$ cat config.mk
export PLATFORM = sky130hd
export DESIGN_NAME = addr_hash_filter
export DESIGN_NICKNAME = d
export VERILOG_FILES = /design/src/rtl/ahf_pkg.sv /design/src/rtl/ahf_crc_step.sv /design/src/rtl/ahf_hash_lookup.sv /design/src/rtl/ahf_exact_match.sv /design/src/rtl/addr_hash_filter.sv
export SDC_FILE = /design/constraint.sdc
export NUM_CORES = 1
export LEC_CHECK = 0
export BUFFER_PORTS_ARGS = -buffer_cell sky130_fd_sc_hd__buf_2
export CAP_MARGIN = 0
export CORE_MARGIN = 2
export CORE_UTILIZATION = 45
export CTS_CLUSTER_DIAMETER = 100
export DETAILED_ROUTE_END_ITERATION = 8
export PLACE_DENSITY = 0.7
export SLEW_MARGIN = 30
export SYNTH_ARGS = -nofsm -noshare
export SYNTH_HDL_FRONTEND = slang
export SYNTH_SLANG_ARGS = --single-unit
$ cat constraint.sdc
create_clock -name clk -period 3 [get_ports clk]
set_clock_uncertainty 0.2 [all_clocks]
set_input_delay 0.15 -clock clk [delete_from_list [all_inputs] [get_ports clk]]
set_output_delay 0.15 -clock clk [all_outputs]
set_load 0.005 [all_outputs]
$ cat src/rtl/ahf_pkg.sv
package ahf_pkg;
    localparam int unsigned AHF_ADDR_BYTES = 6;
    localparam int unsigned AHF_CRC_W      = 32;
    localparam int unsigned AHF_IDX_W      = 6;
    localparam int unsigned AHF_WORD_W     = 32;
    localparam logic [31:0] AHF_POLY       = 32'hEDB88320;
    localparam logic [31:0] AHF_SEED       = 32'hFFFFFFFF;

    typedef struct packed {
        logic       valid;
        logic       accept;
        logic       exact;
        logic       hash;
        logic [AHF_IDX_W-1:0] index;
    } ahf_verdict_t;
endpackage

$ cat src/rtl/ahf_crc_step.sv
module ahf_crc_step #(
    parameter int unsigned          CRC_W  = 32,
    parameter int unsigned          DATA_W = 8,
    parameter logic [CRC_W-1:0]     POLY   = 32'hEDB88320
) (
    input  logic [CRC_W-1:0]  crc_in,
    input  logic [DATA_W-1:0] data_in,
    output logic [CRC_W-1:0]  crc_out
);
    // One stage per data bit, least significant bit consumed first.
    logic [CRC_W-1:0] stage [DATA_W+1];
    assign stage[0] = crc_in;

    for (genvar b = 0; b < DATA_W; b++) begin : g_bit
        logic fb;
        assign fb = data_in[b] ^ stage[b][0];
        assign stage[b+1] = (stage[b] >> 1) ^ (fb ? POLY : '0);
    end

    assign crc_out = stage[DATA_W];
endmodule

$ cat src/rtl/ahf_hash_lookup.sv
module ahf_hash_lookup #(
    parameter int unsigned IDX_W  = 6,
    parameter int unsigned WORD_W = 32
) (
    input  logic [IDX_W-1:0]  index,
    input  logic [WORD_W-1:0] tbl_hi,
    input  logic [WORD_W-1:0] tbl_lo,
    output logic              hit
);
    localparam int unsigned BIT_W = $clog2(WORD_W);

    logic              upper_sel;
    logic [BIT_W-1:0]  bit_sel;

    assign upper_sel = index[BIT_W];
    assign bit_sel   = index[BIT_W-1:0];
    assign hit       = upper_sel ? tbl_hi[bit_sel] : tbl_lo[bit_sel];
endmodule

$ cat src/rtl/ahf_exact_match.sv
module ahf_exact_match #(
    parameter int unsigned ADDR_W = 48
) (
    input  logic [ADDR_W-1:0] addr,
    input  logic [ADDR_W-1:0] station,
    output logic              match
);
    assign match = (addr == station);
endmodule

$ cat src/rtl/addr_hash_filter.sv
module addr_hash_filter
    import ahf_pkg::*;
#(
    parameter int unsigned ADDR_BYTES = AHF_ADDR_BYTES,
    parameter int unsigned CRC_W      = AHF_CRC_W,
    parameter int unsigned IDX_W      = AHF_IDX_W,
    parameter int unsigned WORD_W     = AHF_WORD_W
) (
    input  logic              clk,
    input  logic              rst_n,
    input  logic              sof,
    input  logic              byte_valid,
    input  logic [7:0]        byte_data,
    input  logic [WORD_W-1:0] tbl_upper,
    input  logic [WORD_W-1:0] tbl_lower,
    input  logic [31:0]       sta_upper,
    input  logic [31:0]       sta_lower,
    output logic              dec_valid,
    output logic              dec_accept,
    output logic              dec_exact,
    output logic              dec_hash,
    output logic [IDX_W-1:0]  dec_index
);
    localparam int unsigned ADDR_W = 8 * ADDR_BYTES;
    localparam int unsigned CNT_W  = $clog2(ADDR_BYTES + 1);
    localparam logic [CNT_W-1:0] CNT_IDLE = CNT_W'(ADDR_BYTES);
    localparam logic [CNT_W-1:0] CNT_LAST = CNT_W'(ADDR_BYTES - 1);

    typedef struct packed {
        logic [CNT_W-1:0]  cnt;
        logic [CRC_W-1:0]  crc;
        logic [ADDR_W-1:0] addr;
        logic [WORD_W-1:0] tbl_hi;
        logic [WORD_W-1:0] tbl_lo;
        logic [ADDR_W-1:0] sta;
        ahf_verdict_t      vd;
    } state_t;

    state_t st_d, st_q;

    // Frame-local view: a start pulse reseeds everything this same cycle.
    logic [CNT_W-1:0]  base_cnt;
    logic [CRC_W-1:0]  base_crc;
    logic [ADDR_W-1:0] base_addr;
    logic [WORD_W-1:0] cfg_hi, cfg_lo;
    logic [ADDR_W-1:0] cfg_sta;
    logic [ADDR_W-1:0] next_addr;
    logic [CRC_W-1:0]  step_crc;
    logic [IDX_W-1:0]  step_idx;
    logic              hash_hit, exact_hit;

    assign base_cnt  = sof ? '0 : st_q.cnt;
    assign base_crc  = sof ? CRC_W'(AHF_SEED) : st_q.crc;
    assign base_addr = sof ? '0 : st_q.addr;
    assign cfg_hi    = sof ? tbl_upper : st_q.tbl_hi;
    assign cfg_lo    = sof ? tbl_lower : st_q.tbl_lo;
    assign cfg_sta   = sof ? {sta_upper, sta_lower[31:16]} : st_q.sta;
    assign next_addr = {base_addr[ADDR_W-9:0], byte_data};
    assign step_idx  = step_crc[CRC_W-1 -: IDX_W];

    ahf_crc_step #(
        .CRC_W  (CRC_W),
        .DATA_W (8),
        .POLY   (CRC_W'(AHF_POLY))
    ) u_crc (
        .crc_in  (base_crc),
        .data_in (byte_data),
        .crc_out (step_crc)
    );

    ahf_hash_lookup #(
        .IDX_W  (IDX_W),
        .WORD_W (WORD_W)
    ) u_lookup (
        .index  (step_idx),
        .tbl_hi (cfg_hi),
        .tbl_lo (cfg_lo),
        .hit    (hash_hit)
    );

    ahf_exact_match #(
        .ADDR_W (ADDR_W)
    ) u_exact (
        .addr    (next_addr),
        .station (cfg_sta),
        .match   (exact_hit)
    );

    always_comb begin
        st_d        = st_q;
        st_d.vd     = '0;
        st_d.cnt    = base_cnt;
        st_d.crc    = base_crc;
        st_d.addr   = base_addr;
        st_d.tbl_hi = cfg_hi;
        st_d.tbl_lo = cfg_lo;
        st_d.sta    = cfg_sta;
        if (byte_valid && (base_cnt < CNT_IDLE)) begin
            st_d.cnt  = base_cnt + 1'b1;
            st_d.crc  = step_crc;
            st_d.addr = next_addr;
            if (base_cnt == CNT_LAST) begin
                st_d.vd.valid  = 1'b1;
                st_d.vd.exact  = exact_hit;
                st_d.vd.hash   = hash_hit;
                st_d.vd.accept = exact_hit | hash_hit;
                st_d.vd.index  = step_idx;
            end
        end
    end

    always_ff @(posedge clk or negedge rst_n) begin
        if (!rst_n) begin
            st_q     <= '0;
            st_q.cnt <= CNT_IDLE;
        end else begin
            st_q <= st_d;
        end
    end

    assign dec_valid  = st_q.vd.valid;
    assign dec_accept = st_q.vd.accept;
    assign dec_exact  = st_q.vd.exact;
    assign dec_hash   = st_q.vd.hash;
    assign dec_index  = st_q.vd.index;
endmodule

* After elaboration in Yosys (flattened, before gate mapping)
Cells that the tools add are included.
** Storage, ports and cells
- Flip-flop bits (word level) :: 197
- Logic and storage cells :: 56
- Output and inout port bits :: 10
** Cells by class
- Equality and inequality tests :: 2
- Muxes and demuxes :: 22
- Reduce and logical (&&, ||, !) cells :: 1
- Add/subtract/negate cells :: 1
- Bitwise logic cells :: 17
- $lt $le $gt $ge :: 2
** Operators with widths (number)
- 2-to-1 mux 32 bit :: 11
- XOR 31 x 32 -> 32 bit :: 8
- 2-to-1 mux 48 bit :: 2
- 2-to-1 mux 83 bit :: 1
- equality test 48 bit :: 1
- 2-to-1 mux 10 bit :: 2
- binary-select mux 1 bit (select 5 bit) :: 2
- XOR 1 bit :: 8
- < comparator 5 x 6 -> 1 bit, second input constant :: 1
- adder 3 x 1 -> 3 bit, second input constant :: 1
- equality test 3 bit, second input constant :: 1
- < comparator 3 bit, second input constant :: 1
- 2-to-1 mux 1 bit :: 3
- 2-to-1 mux 3 bit :: 1
- logical AND 1 bit :: 1
- OR 1 bit :: 1

* Depth between registers and ports, before layout
- Depth after elaboration :: 31
- Gate-level depth with buffers :: 17
- Depth with buffers taken out :: 11

* Cells and area by module
Synthesis repeated with hierarchy kept, for this count alone.
** Second synthesis, totals
- Cells, all modules :: 759
- Area, all modules :: 10089.7 um^2
** By module, submodules not included
- addr_hash_filter :: cells each 566, seq. area each 4932.2 um^2, times used 1, area an instance 7987.7 um^2
- ahf_crc_step :: cells each 67, seq. area each 0.0 um^2, times used 1, area an instance 977.2 um^2
- ahf_hash_lookup :: cells each 62, seq. area each 0.0 um^2, times used 1, area an instance 600.6 um^2
- ahf_exact_match :: cells each 64, seq. area each 0.0 um^2, times used 1, area an instance 524.3 um^2

* Least setup slack after synthesis
No wires, ideal clock.
- Path type :: input to register
- Start :: in sof
- End :: reg st_q, in the netlist dec_accept
- Path buffers :: 7
- Arrival :: 2985 ps
- Setup time :: 73 ps
- Cell stages on the path :: 17
- Slack :: -258 ps
- Required time :: 2727 ps
- Cell sequence :: buf_4 > buf_2 > buf_2 > buf_2 > buf_2 > buf_2 > buf_2 > nor2b_1 > ha_1 > nand4b_1 > inv_1 > and3_1 > nand3_1 > nor4bb_1 > nor4bb_1 > o21ai_0 > nand4_1
** RTL lines
- start, declared :: RTL line addr_hash_filter.sv:11 : input logic sof,
- end signal, assigned :: RTL line addr_hash_filter.sv:117 : st_q <= st_d;
- end, declared :: RTL line addr_hash_filter.sv:39 : state_t st_d, st_q;

==> run summary <==
===============================================================================
Max-slew violation total from the final report                                0
Switching power as a share of total power                                 0.376
Layout area overhead                                                      31.9%
Root buffer selected by CTS                                        sky130_fd_sc_hd__clkbuf_16
Largest net degree at the start of global routing                            75
Synthesized-area fraction occupied by adder cells                       0.00248
Peak supply drop                                                     0.000457 V
Net count reported at finish                                              1,404
Setup repair after global routing missed its margin                         yes
Most common cell after layout, fill and taps aside                 sky130_fd_sc_hd__dfrtp_1
Number of vias per cell                                                    5.51
Routed wire per std cell                                                18.8 µm
Worst hold slack across all endpoints                                 0.0178 ns
Count of flip-flops with a built-in enable after synthesis                    0
Count of maximum capacitance violations                                       0
Clock tree from TritonCTS                                                   yes
Share of the clock period used by the worst path                           1.00
Complex-gate fraction of the synthesized area                             0.126
Post-Place Cells                                                          1,400
Clock power frac                                                          0.223
Data required time of the critical path                                 3.12 ns
FF+latch area                                                          4930 µm²
Final weighted congestion of routability-driven global placement          0.935
Worst skew pair latency                                                 0.45 ns
Avg Inst Size Synth                                                    10.3 µm²
All-Layer GR Usage                                                        0.253
Internal Power                                                          6.66 mW
Leading cell types in the layout, fill and taps excluded           sky130_fd_sc_hd__dfrtp_1, sky130_fd_sc_hd__buf_2, sky130_fd_sc_hd__dlygate4sd3_1
Fraction of synthesized area in multiplexers                              0.129
Worst-margin pin slew                                                  0.705 ns
Final number of hold-violating endpoints                                      0
CP Data Arrival Time                                                    3.13 ns
Setup slack of the most critical reg-to-reg path                       -0.01 ns
Final non-filler cell total                                               1,555
Synth Area in XOR/XNOR                                                   0.0886
Chip width                                                               154 µm
Yosys top cell by area                                             sky130_fd_sc_hd__dfrtp_1
Mapped Cells                                                                979
Number of nets produced by synthesis                                      1,121
Combinational fraction of design power                                    0.475
Total number of vias                                                      8,572
Main combinational cell family by area after synthesis             multiplexers
Worst hold path type                                               input port to flop
Vias in the first global route                                            8,706
Count of buffers inserted at the top-level ports                            133
Post-DP HPWL                                                          19,600 µm
Number of placement rows                                                     54
Setup ws final                                                       -0.0142 ns
Post-detailed-route count of antenna-violating nets                           0
Number of I/O pins                                                          150
Synth Area in Simple Gates                                                0.112
Post-synthesis instance area                                         10,100 µm²
Maximum buffer depth of the clock tree                                        2
DRC                                                                           0
Ranking of synthesized cells by area                               sky130_fd_sc_hd__dfrtp_1, sky130_fd_sc_hd__mux2_2, sky130_fd_sc_hd__xnor2_1, sky130_fd_sc_hd__nand2_1, sky130_fd_sc_hd__a21oi_1
Power per Cell Area                                                  802 nW/µm²
Register area share after synthesis                                       0.488
Count of endpoints failing setup in the final report                          2
Number of inserted diodes                                                     0
Async set or reset register ratio after synthesis                          1.00
Result of the run                                                  finished, violations left
Highest Clock Rate                                                      332 MHz
Total of flip-flops plus latches after synthesis                            197
Die span in y                                                            154 µm
Synthesis warning total                                                       0
Type of the worst setup path                                       flop to flop
Htree depth                                                                   4
Violated checks                                                    setup timing
Multi-input gate area                                                  4680 µm²
Area share of the largest cell type after synthesis                       0.483
Clk sinks                                                                   197
Detailed Routing Iterations Pass 1                                            5
Headroom to the max-slew limit                                            0.526
Top fanout value on the critical path                                        11
TritonCTS Buffers                                                            17
Distinct cells, synth                                                        61
Most instantiated flip-flop cell in the synthesis netlist          sky130_fd_sc_hd__dfrtp_1
Part of the power in registers                                            0.302
Antenna violations before repair                                              0
Wire length of the first global-routing pass                          46,800 µm
Initial core utilization                                                  0.460
Clock slew at reported path FFs                                         0.08 ns
Minimum clock period after layout                                       3.01 ns
Residual overflow from global routing                                         0
Type of element capturing the critical path                                flop
Critical path launch point type                                            flop
Fraction of layout cells with a size suffix above 1                       0.280
DR iter-0 viols                                                             850
Core region area                                                     22,000 µm²
Final Routed Wirelength                                               29,200 µm
Layout fillers                                                            1,725
Net switching power                                                     4.02 mW
Area of the die                                                      23,700 µm²
Leakage power summed over all cells                                     5.86 nW
===============================================================================
-- Yosys cell counts (17+ instances only) --
library cell	count
sky130_fd_sc_hd__dfrtp_1	195
sky130_fd_sc_hd__nand2_1	113
sky130_fd_sc_hd__mux2_2	91
sky130_fd_sc_hd__nor2_1	69
sky130_fd_sc_hd__inv_1	65
sky130_fd_sc_hd__a21oi_1	60
sky130_fd_sc_hd__xnor2_1	52
sky130_fd_sc_hd__o21ai_0	48
sky130_fd_sc_hd__a22oi_1	28
sky130_fd_sc_hd__buf_2	26
sky130_fd_sc_hd__xor2_1	22
sky130_fd_sc_hd__mux2i_1	21
sky130_fd_sc_hd__clkbuf_1	20
sky130_fd_sc_hd__o22ai_1	17
sky130_fd_sc_hd__or3_1	17
-- power groups by stage --
stage,clock network (mW),registers [mW],logic [mW]
detailed placement,0,3.26,4.74
global placement,0,3.24,4.66
CTS,2.40,3.21,4.92
global route,2.52,3.27,5.48
finish,2.39,3.23,5.07
floorplan,0,3.21,3.11
-- registers in the layout, indices dropped and copies added, names as in the netlist --
name	flops
dec_index	6
dec_hash	1
dec_exact	1
st_q	187
dec_valid	1
dec_accept	1
-- path summary, 6_finish.rpt --
check	start	end	depth (start not counted)
min reg2reg	st_q[117]	st_q[117]	2
max in group asynchronous	rst_n	st_q[92]	3
max	st_q[177]	dec_hash	11
min in group asynchronous	rst_n	st_q[200]	2
max reg2reg	st_q[177]	dec_hash	11
min	byte_data[5]	st_q[127]	4
-- final cells by class --
cell class                 count  area share
sequential                   197       0.370
timing repair buffer         325       0.188
clock inverter                15      0.0142
multi-input combinational    656       0.351
tap                          280      0.0263
inverter                      65      0.0183
clock buffer                  17      0.0319
-- per-layer routing --
metal | vias to the layer above | GRT usage | wire (µm)
met2 | 362 | 0.397 | 13500
met1 | 4210 | 0.354 | 12900
li1 | 3951 | - | -
met4 | 0 | 0.0801 | 646
met3 | 49 | 0.0527 | 2130
met5 | - | 0 | 0
-- through the flow --
| step | setup slack (ns) | TNS, ns | utilization | power, mW | cell area (µm²) |
|---|---|---|---|---|---|
| 2_1_floorplan | 0.00943 | 0 | - | 6.32 | 10100 |
| 3_3_place_gp | -0.000479 | -0.000479 | 0.521 | 7.90 | 11400 |
| 3_5_place_dp | -0.0985 | -0.191 | 0.521 | 8.01 | 11400 |
| 4_1_cts | 0.00447 | 0 | 0.605 | 10.5 | 13300 |
| 5_1_grt | -0.189 | -0.371 | 0.607 | 11.3 | 13300 |
| 6_report | -0.0142 | -0.0239 | 0.607 | 10.7 | 13300 |
-- kinds of logic (layout without fill, tap and decap cells) --
kind of cell	after synthesis	in the layout
adder cells (fa/ha/maj)	2	2
XOR/XNOR	84	84
AND/OR/NAND/NOR	253	253
AO/OA/AOI/OAI	202	202
multiplexers	115	115
flip-flops	197	197
buffers and inverters	126	422
-- worst max-delay path, cell delays in order, from the launching register on --
cell	delay [ns]
sky130_fd_sc_hd__dfrtp_1	0.41
sky130_fd_sc_hd__xnor2_2	0.16
sky130_fd_sc_hd__nor2_4	0.14
sky130_fd_sc_hd__buf_4	0.14
sky130_fd_sc_hd__xnor3_2	0.52
sky130_fd_sc_hd__xor2_1	0.18
sky130_fd_sc_hd__buf_4	0.19
sky130_fd_sc_hd__or3_1	0.33
sky130_fd_sc_hd__a21oi_1	0.21
sky130_fd_sc_hd__a2111oi_2	0.06
sky130_fd_sc_hd__a32oi_1	0.23
sky130_fd_sc_hd__nand3_1	0.11
-- repair_timing --
action	CTS	global route
pin swaps	0	2
setup endpoints to repair	1	2
buffers inserted	0	2
endpoints found under the hold margin	184	0
resized for setup	2	7
hold buffers	121	0
(Power assumes the default switching activity.)
